**src/rtl/rtr_pkg.sv**
```systemverilog
package rtr_pkg;

   typedef enum logic [1:0] {
      RK_IDLE  = 2'd0,
      RK_DATA  = 2'd1,
      RK_ZERO  = 2'd2,
      RK_FAULT = 2'd3
   } rtr_kind_e;

   localparam int unsigned RTR_MAX_PORTS = 32;

   // isolate lowest set bit
   function automatic logic [RTR_MAX_PORTS-1:0] rtr_lowest(input logic [RTR_MAX_PORTS-1:0] v);
      return v & (~v + 1'b1);
   endfunction

endpackage

```
**src/rtl/rtr_cfg_bank.sv**
```systemverilog
module rtr_cfg_bank #(
   parameter int NP = 4,
   parameter int AW = 16,
   parameter int PW = 2
) (
   input  logic           clk,
   input  logic           rst_n,
   input  logic           wr_en,
   input  logic [PW-1:0]  wr_port,
   input  logic [AW-1:0]  wr_base,
   input  logic [AW-1:0]  wr_span,
   output logic [NP*AW-1:0] base_flat,
   output logic [NP*AW-1:0] span_flat
);

   for (genvar i = 0; i < NP; i++) begin : g_win
      logic [AW-1:0] base_q, span_q;
      always_ff @(posedge clk) begin
         if (!rst_n) begin
            base_q <= '0;
            span_q <= '0;
         end else if (wr_en && (int'(wr_port) == i)) begin
            base_q <= wr_base;
            span_q <= wr_span;
         end
      end
      assign base_flat[i*AW +: AW] = base_q;
      assign span_flat[i*AW +: AW] = span_q;
   end

   // settings change only on a configuration write
   a_r2_bank_stable: assert property (@(posedge clk) disable iff (!rst_n)
      !wr_en |=> ($stable(base_flat) && $stable(span_flat)));

endmodule

```
**src/rtl/rtr_window.sv**
```systemverilog
module rtr_window #(
   parameter int AW = 16
) (
   input  logic [AW-1:0] addr,
   input  logic [AW-1:0] base,
   input  logic [AW-1:0] span,
   input  logic [AW-1:0] limit,
   output logic          hit,
   output logic          in_limit,
   output logic [AW-1:0] local_addr
);

   logic above;

   always_comb begin
      local_addr = addr - base;
      above      = (addr >= base);
      hit        = (span != '0) && above && (local_addr < span);
      in_limit   = (local_addr < limit);
   end

endmodule

```
**src/rtl/rtr_resp.sv**
```systemverilog
module rtr_resp
   import rtr_pkg::*;
#(
   parameter int NP = 4,
   parameter int DW = 16
) (
   input  logic             clk,
   input  logic             rst_n,
   input  logic             req_valid,
   input  logic             req_we,
   input  logic [NP-1:0]    hit,
   input  logic [NP-1:0]    in_lim,
   input  logic [NP*DW-1:0] port_rdata,
   output logic [NP-1:0]    first,
   output logic             rsp_valid,
   output logic             rsp_err,
   output logic [DW-1:0]    rsp_rdata
);

   logic [RTR_MAX_PORTS-1:0] low_v;
   logic [DW-1:0]            sel_data;
   rtr_kind_e                kind;

   always_comb begin
      low_v = rtr_lowest(RTR_MAX_PORTS'(hit));
      first = low_v[NP-1:0];
   end

   always_comb begin
      sel_data = '0;
      for (int i = 0; i < NP; i++) begin
         if (first[i] && in_lim[i]) sel_data = sel_data | port_rdata[i*DW +: DW];
      end
   end

   always_comb begin
      if (!req_valid)                 kind = RK_IDLE;
      else if (hit == '0)             kind = RK_FAULT;
      else if (req_we)                kind = RK_ZERO;
      else if ((first & in_lim) != '0) kind = RK_DATA;
      else                            kind = RK_ZERO;
   end

   always_ff @(posedge clk) begin
      if (!rst_n) begin
         rsp_valid <= 1'b0;
         rsp_err   <= 1'b0;
         rsp_rdata <= '0;
      end else begin
         rsp_valid <= (kind != RK_IDLE);
         rsp_err   <= (kind == RK_FAULT);
         rsp_rdata <= (kind == RK_DATA) ? sel_data : '0;
      end
   end

   // one response per request, none otherwise
   a_r10_rsp_follows: assert property (@(posedge clk) disable iff (!rst_n)
      req_valid |=> rsp_valid);
   a_r10_no_spurious: assert property (@(posedge clk) disable iff (!rst_n)
      !req_valid |=> (!rsp_valid && !rsp_err));
   // an error response never carries data
   a_r4_err_zero_data: assert property (@(posedge clk) disable iff (!rst_n)
      rsp_err |-> (rsp_rdata == '0));
   // write responses carry no data
   a_r10_write_zero: assert property (@(posedge clk) disable iff (!rst_n)
      (req_valid && req_we) |=> (rsp_rdata == '0));

endmodule

```
**src/rtl/win_addr_router.sv**
```systemverilog
module win_addr_router #(
   parameter int NP = 4,
   parameter int AW = 16,
   parameter int DW = 16,
   localparam int PW = (NP > 1) ? $clog2(NP) : 1
) (
   input  logic             clk,
   input  logic             rst_n,
   input  logic             cfg_we,
   input  logic [PW-1:0]    cfg_port,
   input  logic [AW-1:0]    cfg_base,
   input  logic [AW-1:0]    cfg_span,
   input  logic             up_valid,
   input  logic             up_we,
   input  logic [AW-1:0]    up_addr,
   input  logic [DW-1:0]    up_wdata,
   output logic             rsp_valid,
   output logic             rsp_err,
   output logic [DW-1:0]    rsp_rdata,
   output logic [NP-1:0]    dn_sel,
   output logic [NP-1:0]    dn_we,
   output logic [NP*AW-1:0] dn_addr,
   output logic [NP*DW-1:0] dn_wdata,
   input  logic [NP*DW-1:0] dn_rdata,
   input  logic [NP*AW-1:0] dn_limit
);

   if (NP < 1 || NP > rtr_pkg::RTR_MAX_PORTS) begin : g_bad_np
      $error("win_addr_router: NP out of range");
   end
   if (AW < 2) begin : g_bad_aw
      $error("win_addr_router: AW too small");
   end
   if (DW < 1) begin : g_bad_dw
      $error("win_addr_router: DW too small");
   end

   logic [NP*AW-1:0] base_flat, span_flat;
   logic [NP-1:0]    hit, in_lim, first;

   rtr_cfg_bank #(.NP(NP), .AW(AW), .PW(PW)) u_cfg (
      .clk       (clk),
      .rst_n     (rst_n),
      .wr_en     (cfg_we),
      .wr_port   (cfg_port),
      .wr_base   (cfg_base),
      .wr_span   (cfg_span),
      .base_flat (base_flat),
      .span_flat (span_flat)
   );

   for (genvar i = 0; i < NP; i++) begin : g_port
      rtr_window #(.AW(AW)) u_win (
         .addr       (up_addr),
         .base       (base_flat[i*AW +: AW]),
         .span       (span_flat[i*AW +: AW]),
         .limit      (dn_limit[i*AW +: AW]),
         .hit        (hit[i]),
         .in_limit   (in_lim[i]),
         .local_addr (dn_addr[i*AW +: AW])
      );
      assign dn_sel[i] = up_valid & in_lim[i] & (up_we ? hit[i] : first[i]);
      assign dn_we[i]  = up_we & dn_sel[i];
      assign dn_wdata[i*DW +: DW] = up_wdata;
   end

   rtr_resp #(.NP(NP), .DW(DW)) u_resp (
      .clk        (clk),
      .rst_n      (rst_n),
      .req_valid  (up_valid),
      .req_we     (up_we),
      .hit        (hit),
      .in_lim     (in_lim),
      .port_rdata (dn_rdata),
      .first      (first),
      .rsp_valid  (rsp_valid),
      .rsp_err    (rsp_err),
      .rsp_rdata  (rsp_rdata)
   );

   // no strobes without a request
   a_r1_idle_quiet: assert property (@(posedge clk) disable iff (!rst_n)
      !up_valid |-> (dn_sel == '0));
   // a read touches at most one target
   a_r5_read_single: assert property (@(posedge clk) disable iff (!rst_n)
      (up_valid && !up_we) |-> $onehot0(dn_sel));
   // write strobe only with access strobe
   a_r7_we_subset: assert property (@(posedge clk) disable iff (!rst_n)
      (dn_we & ~dn_sel) == '0);
   // an error follows a cycle without strobes
   a_r4_err_no_strobe: assert property (@(posedge clk) disable iff (!rst_n)
      (up_valid && hit == '0) |=> rsp_err);

endmodule

```
**config.mk**
```make
export PLATFORM = sky130hd
export DESIGN_NAME = win_addr_router
export DESIGN_NICKNAME = d
export VERILOG_FILES = /design/src/rtl/rtr_pkg.sv /design/src/rtl/rtr_cfg_bank.sv /design/src/rtl/rtr_window.sv /design/src/rtl/rtr_resp.sv /design/src/rtl/win_addr_router.sv
export SDC_FILE = /design/constraint.sdc
export NUM_CORES = 1
export LEC_CHECK = 0
export BUFFER_PORTS_ARGS = -buffer_cell sky130_fd_sc_hd__buf_2
export CORE_MARGIN = 2
export CORE_UTILIZATION = 42
export DETAILED_ROUTE_END_ITERATION = 7
export PLACE_DENSITY_LB_ADDON = 0.1
export SLEW_MARGIN = 20
export SYNTH_ARGS = -nofsm -noshare
export SYNTH_HDL_FRONTEND = slang
export SYNTH_SLANG_ARGS = --single-unit
```
**constraint.sdc**
```tcl
create_clock -name clk -period 10.8 [get_ports clk]
set_input_delay 3.24 -clock clk [delete_from_list [all_inputs] [get_ports clk]]
set_output_delay 3.24 -clock clk [all_outputs]
set_load 0.005 [all_outputs]
```
Word level (Yosys, flattened, before mapping)
Index checks and enable logic that the tools add are counted.

Multiplexer cells: 12. Add/sub/neg operators: 5. $lt $le $gt $ge: 12. Reductions and logical operators: 25. Equality and inequality tests: 5. Bitwise gates (word level): 18.

Operator list (count): $lt 16x16->1 (8); $ge 16x16->1 (4); $mux 16 (4); $reduce_bool 16->1 (4); $sub 16x16->16 (4); $or 16x16->16 (3); $logic_and 1x1->1 (16); $and 1x1->1 (12); $and 4x4->4 (2); $mux 2 (4); $eq 2x2->1 const B (3); $add 4x1->4 const B (1); $eq 2x1->1 const B (2); $logic_not 4->1 (1); $mux 1 (4); $not 4->4 (1); $reduce_bool 4->1 (1); $logic_not 2->1 (1); $reduce_and 2->1 (1); $reduce_bool 2->1 (1).

Flip-flop bits (word level): 146. Output and inout bits: 154.

Logic depth before layout (Yosys ltp)
Depth in word-level cells: 14. Mapped depth: 24.

By module
A second synthesis with hierarchy kept.

Cells, all modules: 1506. Area, all modules: 12698.4 µm².

Modules (own cells, without submodules): rtr_cfg_bank (sequential area each 2562.5 µm², instances 1, area each 4789.6 µm², cells each 453); rtr_window (g_port[1].u_win ...) (sequential area each 0.0 µm², instances 2, area each 1587.8 µm², cells each 221); rtr_window (g_port[0].u_win) (sequential area each 0.0 µm², instances 1, area each 1607.8 µm², cells each 225); rtr_window (g_port[3].u_win) (sequential area each 0.0 µm², instances 1, area each 1562.7 µm², cells each 213); rtr_resp (sequential area each 360.3 µm², instances 1, area each 968.4 µm², cells each 90); win_addr_router (sequential area each 0.0 µm², instances 1, area each 594.3 µm², cells each 83).

Worst setup path before layout
No wires, ideal clock.

Kind: input to output. Start point: in up_addr[0]. End point: out dn_we[0]. Stages on the path: 22. Required time: 7.560 ns. Data arrival time: 7.023 ns. Buffers on the path: 1. Setup slack: 0.537 ns. Cell sequence: inv_1 -> ha_1 -> inv_1 -> fa_1 -> nand3_1 -> nand2_1 -> a21oi_1 -> nor2_1 -> o21ai_0 -> nand2_1 -> a21o_1 -> a21oi_1 -> xnor2_1 -> ha_1 -> a21o_1 -> a21oi_1 -> o211ai_1 -> a21oi_1 -> o211ai_1 -> nor3_4 -> clkbuf_1 -> and3_1.

Word-level cells in the longest chain between the ends: 9. Elaborated cells on any way between the ends: 13.

Ends and longest elaborated chain: start: declaration (RTL line win_addr_router.sv:15) `input logic [AW-1:0] up_addr,`; $sub 16x16->16 (*) (RTL line rtr_window.sv:16) `local_addr = addr - base;`; net dn_addr[14] (RTL line win_addr_router.sv:22) `output logic [NP*AW-1:0] dn_addr,`; $lt 16x16->1 (RTL line rtr_window.sv:18) `hit = (span != '0) && above && (local_addr < span);`; $logic_and 1x1->1 (RTL line rtr_window.sv:18); $not 4->4 (RTL line rtr_pkg.sv:14) `return v & (~v + 1'b1);`; $add 4x1->4 (RTL line rtr_pkg.sv:14); $and 4x4->4 (RTL line rtr_pkg.sv:14); $mux 1 (RTL line win_addr_router.sv:62) `assign dn_sel[i] = up_valid & in_lim[i] & (up_we ? hit[i] : first[i]);`; $and 1x1->1 (*) (RTL line win_addr_router.sv:62); $and 1x1->1 (*) (RTL line win_addr_router.sv:63) `assign dn_we[i] = up_we & dn_sel[i];`; end: declaration (RTL line win_addr_router.sv:21) `output logic [NP-1:0] dn_we,`.

The timed path passes the listed nets; every way through them passes the cells marked *.

Worst setup path in the final report
Start point: in up_addr[0]. End point: out dn_we[1].

Word-level cells in the longest chain between the ends: 9. Elaborated cells on any way between the ends: 18.

Ends and longest elaborated chain (RTL line): $sub 16x16->16 / $ge 16x16->1 (equally long branches) (rtr_window.sv:16, rtr_window.sv:17); $lt 16x16->1 / $logic_and 1x1->1 (equally long branches) (rtr_window.sv:18); $logic_and 1x1->1 (rtr_window.sv:18); $not 4->4 (rtr_pkg.sv:14); $add 4x1->4 (rtr_pkg.sv:14); $and 4x4->4 (rtr_pkg.sv:14); $mux 1 (win_addr_router.sv:62); $and 1x1->1 (*) (win_addr_router.sv:62); $and 1x1->1 (*) (win_addr_router.sv:63).

Mark *: on every way between the ends. The rest lies on a longest branch, timed or not.

==> results.yml <==
synthesis:
  async_reset_ff_frac: 0
  synth_warnings: 0
  syn-num-nets: 1988
  synth-seq-area-share: 0.238
  synth_area_um2: 12300
  synth_top_cell_by_area: "dfxtp_1"
  yosysUniqueCellTypes: 65
  synthTopCellsByCount: "313 x nand2_1, 219 x inv_1, 184 x ha_1"
  yosysTopAreaCellShare: 0.238
  yosysMostFrequentCell: "nand2_1"
  synthTopCellsByArea: "dfxtp_1 24%, ha_1 19%, nand2_1 9.6%"
  synth_cells: 1601
  avgSynthCellArea_um2: 7.66
  ys_ff_latch: 146
  synthFlopType: "dfxtp_1"
  synth_edf_count: 0
detailed_routing:
  ant_nets: 0
  wirelength_um: 40900
  drt_pass1_iterations: 6
  vias: 11509
  viasPerCell: 5.19
  drc: 0
  first_iter_violations: 767
  wl_per_cell_um: 18.4
clock_tree:
  clkSlewWorstSetupHoldPaths_ns: 0.07
  cts_max_path_buffers: 2
  insertion_delay_ns: 0.43
  cts_buffers: 17
  clockRootBuffer: "clkbuf_16"
  cts_hold_buf: 0
  h-tree-depth: 4
  cts.sinks: 146
  cts_tree: "done"
floorplanning:
  num_rows: 62
  die_area_um2: 30600
  core_um2: 28700
  fp.dieW_um: 175
  die_y_um: 175
  start_util: 0.427
  ios: 353
placement:
  place.port_buffers: 272
  place.gp.congestion: 0.891
  hpwl_um: 32400
timing:
  maxSlewHeadroom: 0.342
  drv_slew: 0
  finalSetupViolCount: 0
  worst_pin_slew_ns: 0.986
  timing.setup.tns_ns: 0
  fmax_mhz: 95.2
  finalHoldViolCount: 0
  timing.final.crit_share: 0.972
  fin_crit_ns: 10.50
  clock_skew_ns: 0.0151
worst_setup_path:
  critPathMaxFanout: 3
  cp-end-kind: "output port"
  crit_path_start_kind: "input port"
  cp_data_required_time_ns: 7.56
  ff2ff_path_depth: 21
  crit_arrival_ns: 7.26
  worst-setup-path-type: "in2out"
cells_and_area:
  final_nets: 2207
  area_growth_pct: 18.0
  drive_gt1_frac: 0.212
hold_path:
  min_path_cells: 2
  hold_class: "reg2reg"
pwr:
  finalPower_mw: 1.82
  leakagePower_nw: 6.41
  p_per_area_nw_per_um2: 125
  irDropWorstVdd_mv: 0.0922
global_route:
  grt_pass1_wl_um: 61200
  gr-total-overflow: 0
  grt_use_total: 0.262
  antenna_found_initial: 1
  grt_pass1_vias: 11033
  grt_start_max_net_pins: 111
run:
  cap_violations: 0
run_status:
  status: "complete, no violations"
-- cells in the final DEF, fill, tap and decap left out, types with 33 or more instances in the layout --
cell / instances
inv_1: 219
buf_2: 272
a21oi_1: 76
ha_1: 184
nand2_1: 313
dfxtp_1: 146
a21o_1: 43
buf_4: 40
a21boi_0: 132
xnor2_1: 36
nor2_1: 33
-- routing by layer --
| metal | share of wire | vias to the layer above | global-route usage | wire, um |
|---|---|---|---|---|
| met4 | 0.037 | 0 | 0.107 | 1510 |
| li1 | - | 5846 | - | - |
| met2 | 0.47 | 348 | 0.450 | 19200 |
| met5 | 0 | - | 0 | 0 |
| met1 | 0.44 | 5253 | 0.330 | 17900 |
| met3 | 0.055 | 62 | 0.0363 | 2240 |
-- state kept, by name (all words and copies together) (netlist names) --
register            cells
u_resp.rsp_valid        1
u_resp.rsp_err          1
u_cfg.g_win.span_q     64
u_resp.rsp_rdata       16
u_cfg.g_win.base_q     64
-- repair_timing --
item | CTS | global route
endpoints found under the setup margin | 1 | 8
resized for setup | 1 | 33
gates cloned | 0 | 0
buffers inserted | 0 | 6
pin swaps | 0 | 10
-- through the flow --
step / cells / setup WS, ns / hold slack (ns) / util / area, um2
after floorplan: 1601 / 0.537 / 0.443 / - / 12300
after global routing: 2218 / -0.0231 / 0.491 / 0.504 / 14500
final: 2218 / 0.300 / 0.467 / 0.504 / 14500
after CTS: 2210 / 0.00611 / 0.469 / 0.499 / 14300
after detailed placement: 2178 / -0.0529 / 0.459 / 0.478 / 13700
after global placement: 2178 / 0.0217 / 0.452 / 0.478 / 13700
-- cell type report --
| type | count | area (um2) |
|---|---|---|
| clock inverters | 15 | 173 |
| repair buffers | 313 | 1680 |
| clock buffers | 17 | 425 |
| inverters | 219 | 822 |
| flip-flops and latches | 146 | 2920 |
| fillers | 2887 | 14200 |
| multi-input cells | 1123 | 7970 |
| diodes | 1 | 2.50 |
| well taps | 384 | 480 |
-- power by group --
| part | switching, mW | internal (mW) | leakage, nW |
|---|---|---|---|
| Sequential | 0.0116 | 0.555 | 1.19 |
| Clock | 0.264 | 0.347 | 0.283 |
| Combinational | 0.359 | 0.279 | 4.94 |
| Total | 0.635 | 1.18 | 6.41 |
-- kinds of logic after synthesis --
kind of cell,synth area share
compound gates,0.232
fa+ha+maj,0.194
simple gates,0.176
buf+inv,0.123
flops,0.238
xor+xnor,0.0371
-- critical path: stages --
cell and delay (ns):
buf_2 0.09, inv_1 0.16, buf_12 0.14, ha_1 0.16
inv_1 0.05, fa_1 0.39, a21o_1 0.21, a21oi_2 0.19
o21a_1 0.23, o21bai_1 0.09, a21o_1 0.21, a21oi_1 0.14
o21ai_0 0.10, xor2_1 0.21, ha_1 0.28, nand3_1 0.08
nand4_1 0.15, a311oi_2 0.21, nor2_1 0.12, or2_4 0.27
nor4b_4 0.28, and2_1 0.15, buf_2 0.11
-- path summary, 6_finish.rpt --
path	startpoint	to	slack, ns
max reg2reg	u_cfg.g_win[1].base_q[1]	u_resp.rsp_rdata[14]	5.64
min reg2reg	u_cfg.g_win[1].base_q[6]	u_cfg.g_win[1].base_q[6]	0.47
min	u_cfg.g_win[1].base_q[6]	u_cfg.g_win[1].base_q[6]	0.47
max	up_addr[0]	dn_we[1]	0.30
Note: power is estimated with default switching activity, not from simulation.
